`src/rtl/bwc_pkg.sv`:
```
package bwc_pkg;

    typedef enum logic [1:0] {
        MD_SINGLE     = 2'b00,
        MD_EXP_WIDE   = 2'b01,
        MD_EXP_NARROW = 2'b10,
        MD_PERIPH     = 2'b11
    } bus_mode_e;

    typedef enum logic [1:0] {
        S_IDLE  = 2'b00,
        S_BEAT0 = 2'b01,
        S_BEAT1 = 2'b10,
        S_DONE  = 2'b11
    } seq_state_e;

    localparam int LANE_W = 8;
    localparam int DATA_W = 2 * LANE_W;

    function automatic logic mode_is_expanded(input bus_mode_e m);
        return (m == MD_EXP_WIDE) || (m == MD_EXP_NARROW);
    endfunction

endpackage

```
`src/rtl/bwc_window.sv`:
```
module bwc_window
    import bwc_pkg::*;
#(
    parameter int ADDR_W   = 16,
    parameter int REG_SPAN = 1024,
    parameter int WIN_SIZE = 1024,
    parameter int STR_W    = 2
) (
    input  logic [ADDR_W-1:0] addr,
    input  logic [ADDR_W-1:0] reg_base,
    input  logic [1:0]        mode,
    input  logic              ctl_narrow,
    input  logic [STR_W-1:0]  ctl_stretch,
    output logic              in_win,
    output logic              eff_narrow,
    output logic [STR_W-1:0]  eff_stretch
);

    localparam logic [ADDR_W-1:0] SPAN_OFS = ADDR_W'(REG_SPAN);
    localparam logic [ADDR_W-1:0] WIN_LIM  = ADDR_W'(WIN_SIZE);

    logic [ADDR_W-1:0] win_base;
    logic [ADDR_W-1:0] offset;
    bus_mode_e         md;

    always_comb begin
        md       = bus_mode_e'(mode);
        win_base = reg_base + SPAN_OFS;
        offset   = addr - win_base;
        in_win   = (offset < WIN_LIM);
    end

    // Stretch only in expanded modes, and only inside the window
    always_comb begin
        if (mode_is_expanded(md) && in_win) begin
            eff_stretch = ctl_stretch;
        end else begin
            eff_stretch = '0;
        end
    end

    // Width: the control bit counts only in expanded-wide mode inside the window
    always_comb begin
        unique case (md)
            MD_EXP_WIDE:   eff_narrow = in_win & ctl_narrow;
            MD_EXP_NARROW: eff_narrow = 1'b1;
            MD_SINGLE:     eff_narrow = 1'b0;
            MD_PERIPH:     eff_narrow = 1'b0;
            default:       eff_narrow = 1'b0;
        endcase
    end

endmodule

```
`src/rtl/bwc_fsm.sv`:
```
module bwc_fsm
    import bwc_pkg::*;
#(
    parameter int STR_W = 2
) (
    input  logic             clk,
    input  logic             rst_n,
    input  logic             req,
    input  logic             split,
    input  logic [STR_W-1:0] stretch,
    output logic             accept,
    output logic             beat_end,
    output logic             in_beat,
    output logic             second_beat,
    output logic             done
);

    seq_state_e        state_q, state_d;
    logic [STR_W-1:0]  cnt_q;
    logic [STR_W-1:0]  str_q;
    logic              split_q;

    always_comb begin
        accept   = (state_q == S_IDLE) && req;
        in_beat  = (state_q == S_BEAT0) || (state_q == S_BEAT1);
        beat_end = in_beat && (cnt_q == str_q);
    end

    // Next-state logic
    always_comb begin
        state_d = state_q;
        unique case (state_q)
            S_IDLE:  if (req) state_d = S_BEAT0;
            S_BEAT0: if (beat_end) state_d = split_q ? S_BEAT1 : S_DONE;
            S_BEAT1: if (beat_end) state_d = S_DONE;
            S_DONE:  state_d = S_IDLE;
            default: state_d = S_IDLE;
        endcase
    end

    // State register and per-access latches
    always_ff @(posedge clk or negedge rst_n) begin
        if (!rst_n) begin
            state_q <= S_IDLE;
            cnt_q   <= '0;
            str_q   <= '0;
            split_q <= 1'b0;
        end else begin
            state_q <= state_d;
            if (accept) begin
                str_q   <= stretch;
                split_q <= split;
                cnt_q   <= '0;
            end else if (beat_end) begin
                cnt_q   <= '0;
            end else if (in_beat) begin
                cnt_q   <= cnt_q + STR_W'(1);
            end
        end
    end

    // Outputs
    always_comb begin
        second_beat = (state_q == S_BEAT1);
        done        = (state_q == S_DONE);
    end

    AST_STRETCH_BOUND: assert property (@(posedge clk) disable iff (!rst_n)
        in_beat |-> (cnt_q <= str_q));
    AST_BEAT_HOLD: assert property (@(posedge clk) disable iff (!rst_n)
        (in_beat && !beat_end) |=> (in_beat && $stable(second_beat)));
    AST_DONE_FOLLOWS_BEAT: assert property (@(posedge clk) disable iff (!rst_n)
        done |-> $past(beat_end));

endmodule

```
`src/rtl/bwc_lanes.sv`:
```
module bwc_lanes
    import bwc_pkg::*;
#(
    parameter int ADDR_W = 16
) (
    input  logic              clk,
    input  logic              rst_n,
    input  logic              accept,
    input  logic [ADDR_W-1:0] addr,
    input  logic              we,
    input  logic              word,
    input  logic [DATA_W-1:0] wdata,
    input  logic              narrow,
    input  logic              in_beat,
    input  logic              second_beat,
    input  logic              beat_end,
    input  logic [DATA_W-1:0] bus_rdata,
    output logic [ADDR_W-1:0] bus_addr,
    output logic              bus_we,
    output logic              bus_hi_en,
    output logic              bus_lo_en,
    output logic [DATA_W-1:0] bus_wdata,
    output logic [DATA_W-1:0] rdata
);

    logic [ADDR_W-1:0] a_q;
    logic              we_q, word_q, nar_q;
    logic [DATA_W-1:0] wd_q;
    logic [DATA_W-1:0] rd_q;
    logic [ADDR_W-1:0] a_even, a_odd;
    logic [LANE_W-1:0] hi_in, lo_in;

    always_ff @(posedge clk or negedge rst_n) begin
        if (!rst_n) begin
            a_q    <= '0;
            we_q   <= 1'b0;
            word_q <= 1'b0;
            nar_q  <= 1'b0;
            wd_q   <= '0;
        end else if (accept) begin
            a_q    <= addr;
            we_q   <= we;
            word_q <= word;
            nar_q  <= narrow;
            wd_q   <= wdata;
        end
    end

    always_comb begin
        a_even = {a_q[ADDR_W-1:1], 1'b0};
        a_odd  = {a_q[ADDR_W-1:1], 1'b1};
        hi_in  = bus_rdata[DATA_W-1:LANE_W];
        lo_in  = bus_rdata[LANE_W-1:0];
    end

    // Address and lane steering
    always_comb begin
        bus_addr  = '0;
        bus_hi_en = 1'b0;
        bus_lo_en = 1'b0;
        bus_wdata = '0;
        bus_we    = in_beat & we_q;
        if (in_beat) begin
            if (nar_q) begin
                bus_hi_en = 1'b1;
                if (word_q) begin
                    bus_addr  = second_beat ? a_odd : a_even;
                    bus_wdata = second_beat ? {wd_q[LANE_W-1:0], {LANE_W{1'b0}}}
                                            : {wd_q[DATA_W-1:LANE_W], {LANE_W{1'b0}}};
                end else begin
                    bus_addr  = a_q;
                    bus_wdata = {wd_q[LANE_W-1:0], {LANE_W{1'b0}}};
                end
            end else if (word_q) begin
                bus_addr  = a_even;
                bus_hi_en = 1'b1;
                bus_lo_en = 1'b1;
                bus_wdata = wd_q;
            end else if (a_q[0]) begin
                bus_addr  = a_q;
                bus_lo_en = 1'b1;
                bus_wdata = {{LANE_W{1'b0}}, wd_q[LANE_W-1:0]};
            end else begin
                bus_addr  = a_q;
                bus_hi_en = 1'b1;
                bus_wdata = {wd_q[LANE_W-1:0], {LANE_W{1'b0}}};
            end
        end
    end

    // Read assembly at the last clock of each bus cycle
    always_ff @(posedge clk or negedge rst_n) begin
        if (!rst_n) begin
            rd_q <= '0;
        end else if (beat_end && !we_q) begin
            if (nar_q) begin
                if (!word_q)          rd_q <= {{LANE_W{1'b0}}, hi_in};
                else if (second_beat) rd_q[LANE_W-1:0] <= hi_in;
                else                  rd_q[DATA_W-1:LANE_W] <= hi_in;
            end else begin
                if (word_q)           rd_q <= bus_rdata;
                else if (a_q[0])      rd_q <= {{LANE_W{1'b0}}, lo_in};
                else                  rd_q <= {{LANE_W{1'b0}}, hi_in};
            end
        end
    end

    assign rdata = rd_q;

    AST_NARROW_HI_ONLY: assert property (@(posedge clk) disable iff (!rst_n)
        (in_beat && nar_q) |-> (bus_hi_en && !bus_lo_en));
    AST_SPLIT_ORDER: assert property (@(posedge clk) disable iff (!rst_n)
        $rose(second_beat) |-> (bus_addr[0] && !$past(bus_addr[0])));

endmodule

```
`src/rtl/bus_window_ctrl.sv`:
```
module bus_window_ctrl
    import bwc_pkg::*;
#(
    parameter int ADDR_W   = 16,
    parameter int REG_SPAN = 1024,
    parameter int WIN_SIZE = 1024,
    parameter int STR_W    = 2
) (
    input  logic              clk,
    input  logic              rst_n,
    input  logic              cpu_req,
    input  logic [ADDR_W-1:0] cpu_addr,
    input  logic              cpu_we,
    input  logic              cpu_word,
    input  logic [15:0]       cpu_wdata,
    output logic [15:0]       cpu_rdata,
    output logic              cpu_ready,
    input  logic [ADDR_W-1:0] reg_base,
    input  logic [1:0]        mode,
    input  logic              ctl_narrow,
    input  logic [STR_W-1:0]  ctl_stretch,
    output logic [ADDR_W-1:0] bus_addr,
    output logic              bus_cyc,
    output logic              bus_we,
    output logic              bus_hi_en,
    output logic              bus_lo_en,
    output logic [15:0]       bus_wdata,
    input  logic [15:0]       bus_rdata
);

    logic             in_win;
    logic             eff_narrow;
    logic [STR_W-1:0] eff_stretch;
    logic             accept, beat_end, in_beat, second_beat, done;

    bwc_window #(
        .ADDR_W(ADDR_W), .REG_SPAN(REG_SPAN), .WIN_SIZE(WIN_SIZE), .STR_W(STR_W)
    ) u_window (
        .addr(cpu_addr), .reg_base(reg_base), .mode(mode),
        .ctl_narrow(ctl_narrow), .ctl_stretch(ctl_stretch),
        .in_win(in_win), .eff_narrow(eff_narrow), .eff_stretch(eff_stretch)
    );

    bwc_fsm #(.STR_W(STR_W)) u_fsm (
        .clk(clk), .rst_n(rst_n), .req(cpu_req),
        .split(eff_narrow & cpu_word), .stretch(eff_stretch),
        .accept(accept), .beat_end(beat_end), .in_beat(in_beat),
        .second_beat(second_beat), .done(done)
    );

    bwc_lanes #(.ADDR_W(ADDR_W)) u_lanes (
        .clk(clk), .rst_n(rst_n), .accept(accept), .addr(cpu_addr),
        .we(cpu_we), .word(cpu_word), .wdata(cpu_wdata), .narrow(eff_narrow),
        .in_beat(in_beat), .second_beat(second_beat), .beat_end(beat_end),
        .bus_rdata(bus_rdata), .bus_addr(bus_addr), .bus_we(bus_we),
        .bus_hi_en(bus_hi_en), .bus_lo_en(bus_lo_en), .bus_wdata(bus_wdata),
        .rdata(cpu_rdata)
    );

    assign bus_cyc   = in_beat;
    assign cpu_ready = done;

    AST_READY_PULSE: assert property (@(posedge clk) disable iff (!rst_n)
        cpu_ready |=> !cpu_ready);
    AST_READY_AFTER_BUS: assert property (@(posedge clk) disable iff (!rst_n)
        cpu_ready |-> ($past(bus_cyc) && !bus_cyc));
    AST_IDLE_QUIET: assert property (@(posedge clk) disable iff (!rst_n)
        !bus_cyc |-> (!bus_hi_en && !bus_lo_en && !bus_we));
    AST_LANE_ACTIVE: assert property (@(posedge clk) disable iff (!rst_n)
        bus_cyc |-> (bus_hi_en || bus_lo_en));

endmodule

```
`config.mk`:
```
export PLATFORM = sky130hd
export DESIGN_NAME = bus_window_ctrl
export DESIGN_NICKNAME = d
export VERILOG_FILES = /design/src/rtl/bwc_pkg.sv /design/src/rtl/bwc_window.sv /design/src/rtl/bwc_fsm.sv /design/src/rtl/bwc_lanes.sv /design/src/rtl/bus_window_ctrl.sv
export SDC_FILE = /design/constraint.sdc
export NUM_CORES = 1
export LEC_CHECK = 0
export BUFFER_PORTS_ARGS = -buffer_cell sky130_fd_sc_hd__buf_4
export CAP_MARGIN = 20
export CORE_ASPECT_RATIO = 0.5
export CORE_MARGIN = 2
export CORE_UTILIZATION = 55
export DETAILED_ROUTE_END_ITERATION = 7
export PLACE_DENSITY = 0.85
export SYNTH_ARGS = -nofsm -noshare
export SYNTH_HDL_FRONTEND = slang
export SYNTH_HIERARCHICAL = 1
export SYNTH_SLANG_ARGS = --single-unit
```
`constraint.sdc`:
```
create_clock -name clk -period 4.73 [get_ports clk]
set_clock_uncertainty 0.05 [all_clocks]
set_input_delay 0.7095 -clock clk [delete_from_list [all_inputs] [get_ports clk]]
set_output_delay 0.7095 -clock clk [all_outputs]
set_load 0.005 [all_outputs]
```
==> flow_summary.json <==
{
  "drtAntennaViolNets": 0,
  "cp.arrival_ps": 2790,
  "critPathTopFamily": "adder cells",
  "grt_antenna_before_repair": 0,
  "cts_hold_buffers": 0,
  "cts_buffer_depth": 2,
  "globalplace.congestion": 0.840,
  "wire_per_inst_um": 15.8,
  "ir_drop_v": 0.000321,
  "nets": 605,
  "ioPinCount": 127,
  "drt_pre_antenna_iters": 4,
  "diodes": 0,
  "whs_ps": 384,
  "vias": 3267,
  "drive_gt1_share_pct": 43.8,
  "grt_pass1_wl_um": 15000,
  "cts.sinks": 58,
  "cp.required_ps": 3970,
  "rsz0062_at_grt": "no",
  "layout_common_cells": "buf_4 (126), dfrtp_1 (58), mux2_2 (45), inv_1 (36), ha_1 (34)",
  "hold_viol_final": 0,
  "chipHeight_um": 64.0,
  "relSlewSlack_pct": 36.3,
  "critical_path_class": "reg -> out",
  "synth_nets": 485,
  "period_share_pct": 75.0,
  "start_kind": "register",
  "clkLatencyLatePin_ps": 330,
  "yosysWarnings": 6,
  "crit_chain": "inv_1, ha_1, inv_1, nor2_1, and2_1, buf_4",
  "p_leak_uw": 0.00262,
  "worst_pin_slew_ps": 955,
  "cts_root_buf": "clkbuf_16",
  "num_rows": 21,
  "hold_class": "in -> async",
  "min_period_ps": 3550,
  "synth_cells": 377,
  "slowest_stage": "ha_1",
  "final_common_cell": "buf_4",
  "cp_max_fo": 25,
  "routed_wl_um": 9380,
  "post_cts_buffers": 0,
  "cp_slowest_stage_delay_ps": 760,
  "via_per_inst": 5.50,
  "grt_use_total_pct": 24.7,
  "dp_cells": 578,
  "synth_area_um2": 3950,
  "grt_max_degree": 59,
  "cts_htree_levels": 3,
  "instances_no_fill": 594,
  "gr-total-overflow": 0,
  "worstRegToRegCells": 7,
  "status": "finished, final reports clean",
  "dp.final_hpwl_um": 6800,
  "cp.depth": 6,
  "cts_buffers": 9,
  "powerDensity_nw_per_um2": 635,
  "die_w_um": 124,
  "portBuffers": 126,
  "initialDrtViolationCount": 239,
  "area_growth_pct": 32.0,
  "drc_errors": 0,
  "drv_slew": 0,
  "core_um2": 6830,
  "max_cap_viol_count": 0,
  "post_cts_resized": 0,
  "fin_setup_tns_ps": 0,
  "critical_path_buf_inv_count": 3,
  "path_common_cell": "inv_1",
  "cts.clk_slew.worst_paths_ps": 50,
  "dieArea_um2": 7920,
  "syn_avg_cell_area_um2": 10.5,
  "setup_viol": 0,
  "crit_path_end_kind": "primary output",
  "grt_pass1_vias": 3122,
  "initial_core_util_pct": 57.9,
  "fmax_mhz": 282,
  "cts_tree": "yes"
}
[registers in the layout (all words and copies together) (netlist names)]
register and count:
u_lanes/wd_q 16, u_lanes/rdata 16, u_fsm/split_q 1, u_lanes/word_q 1, u_lanes/we_q 1, u_lanes/a_q 16, u_fsm/cnt_q 2, u_lanes/nar_q 1
u_fsm/state_q 2, u_fsm/str_q 2
[metrics by stage]
| step | total power, uW | instance area, um2 | worst slack, ps | utilization [%] |
|---|---|---|---|---|
| finish | 3310 | 5220 | 1180 | 76.4 |
| CTS | 3330 | 5220 | 1150 | 76.4 |
| detailed placement | 2680 | 4920 | 1440 | 72.1 |
| global placement | 2630 | 4920 | 1500 | 72.1 |
| global route | 3540 | 5220 | 899 | 76.4 |
| floorplan | 1980 | 3950 | 1720 | - |
[layer usage]
layer	wire length [um]	track usage [%]	vias to the layer above
met2	4620	41.7	76
li1	-	-	1571
met3	519	6.07	8
met4	82	6.04	0
met5	0	0	-
met1	4160	32.1	1612
[worst register-to-register path: cells and delay by family, from the launching register on]
family,cells,cell delay (ps)
AO/OA/AOI/OAI,1,550
adder cells (fa/ha/maj),1,760
buffers and inverters,2,200
flip-flops,1,400
multiplexers,1,350
AND/OR/NAND/NOR,2,770
[worst paths after layout]
kind	from	to	slack, ps
max	u_fsm/state_q[0]	bus_wdata[5]	1180
min	rst_n	u_lanes/nar_q	380
max reg2reg	u_fsm/state_q[0]	u_lanes/rdata[1]	1530
min reg2reg	u_lanes/rdata[9]	u_lanes/rdata[9]	430
max in group asynchronous	rst_n	u_lanes/wd_q[1]	3750
min in group clk	u_lanes/rdata[9]	u_lanes/rdata[9]	430
[power breakdown]
part / switching, uW / internal (uW) / total (uW)
clock network: 230 / 405 / 635
logic: 734 / 996 / 1730
registers: 204 / 746 / 950
total: 1170 / 2150 / 3310
[area by class of cell]
type / instances / area [um2]
Multi-Input combinational cell: 266 / 2280
Clock buffer: 9 / 225
Sequential cell: 58 / 1450
Inverter: 36 / 135
Fill cell: 501 / 1610
Tap cell: 92 / 115
Clock inverter: 7 / 70.1
Timing Repair Buffer: 126 / 946
Power figures use the tool's default switching activity.
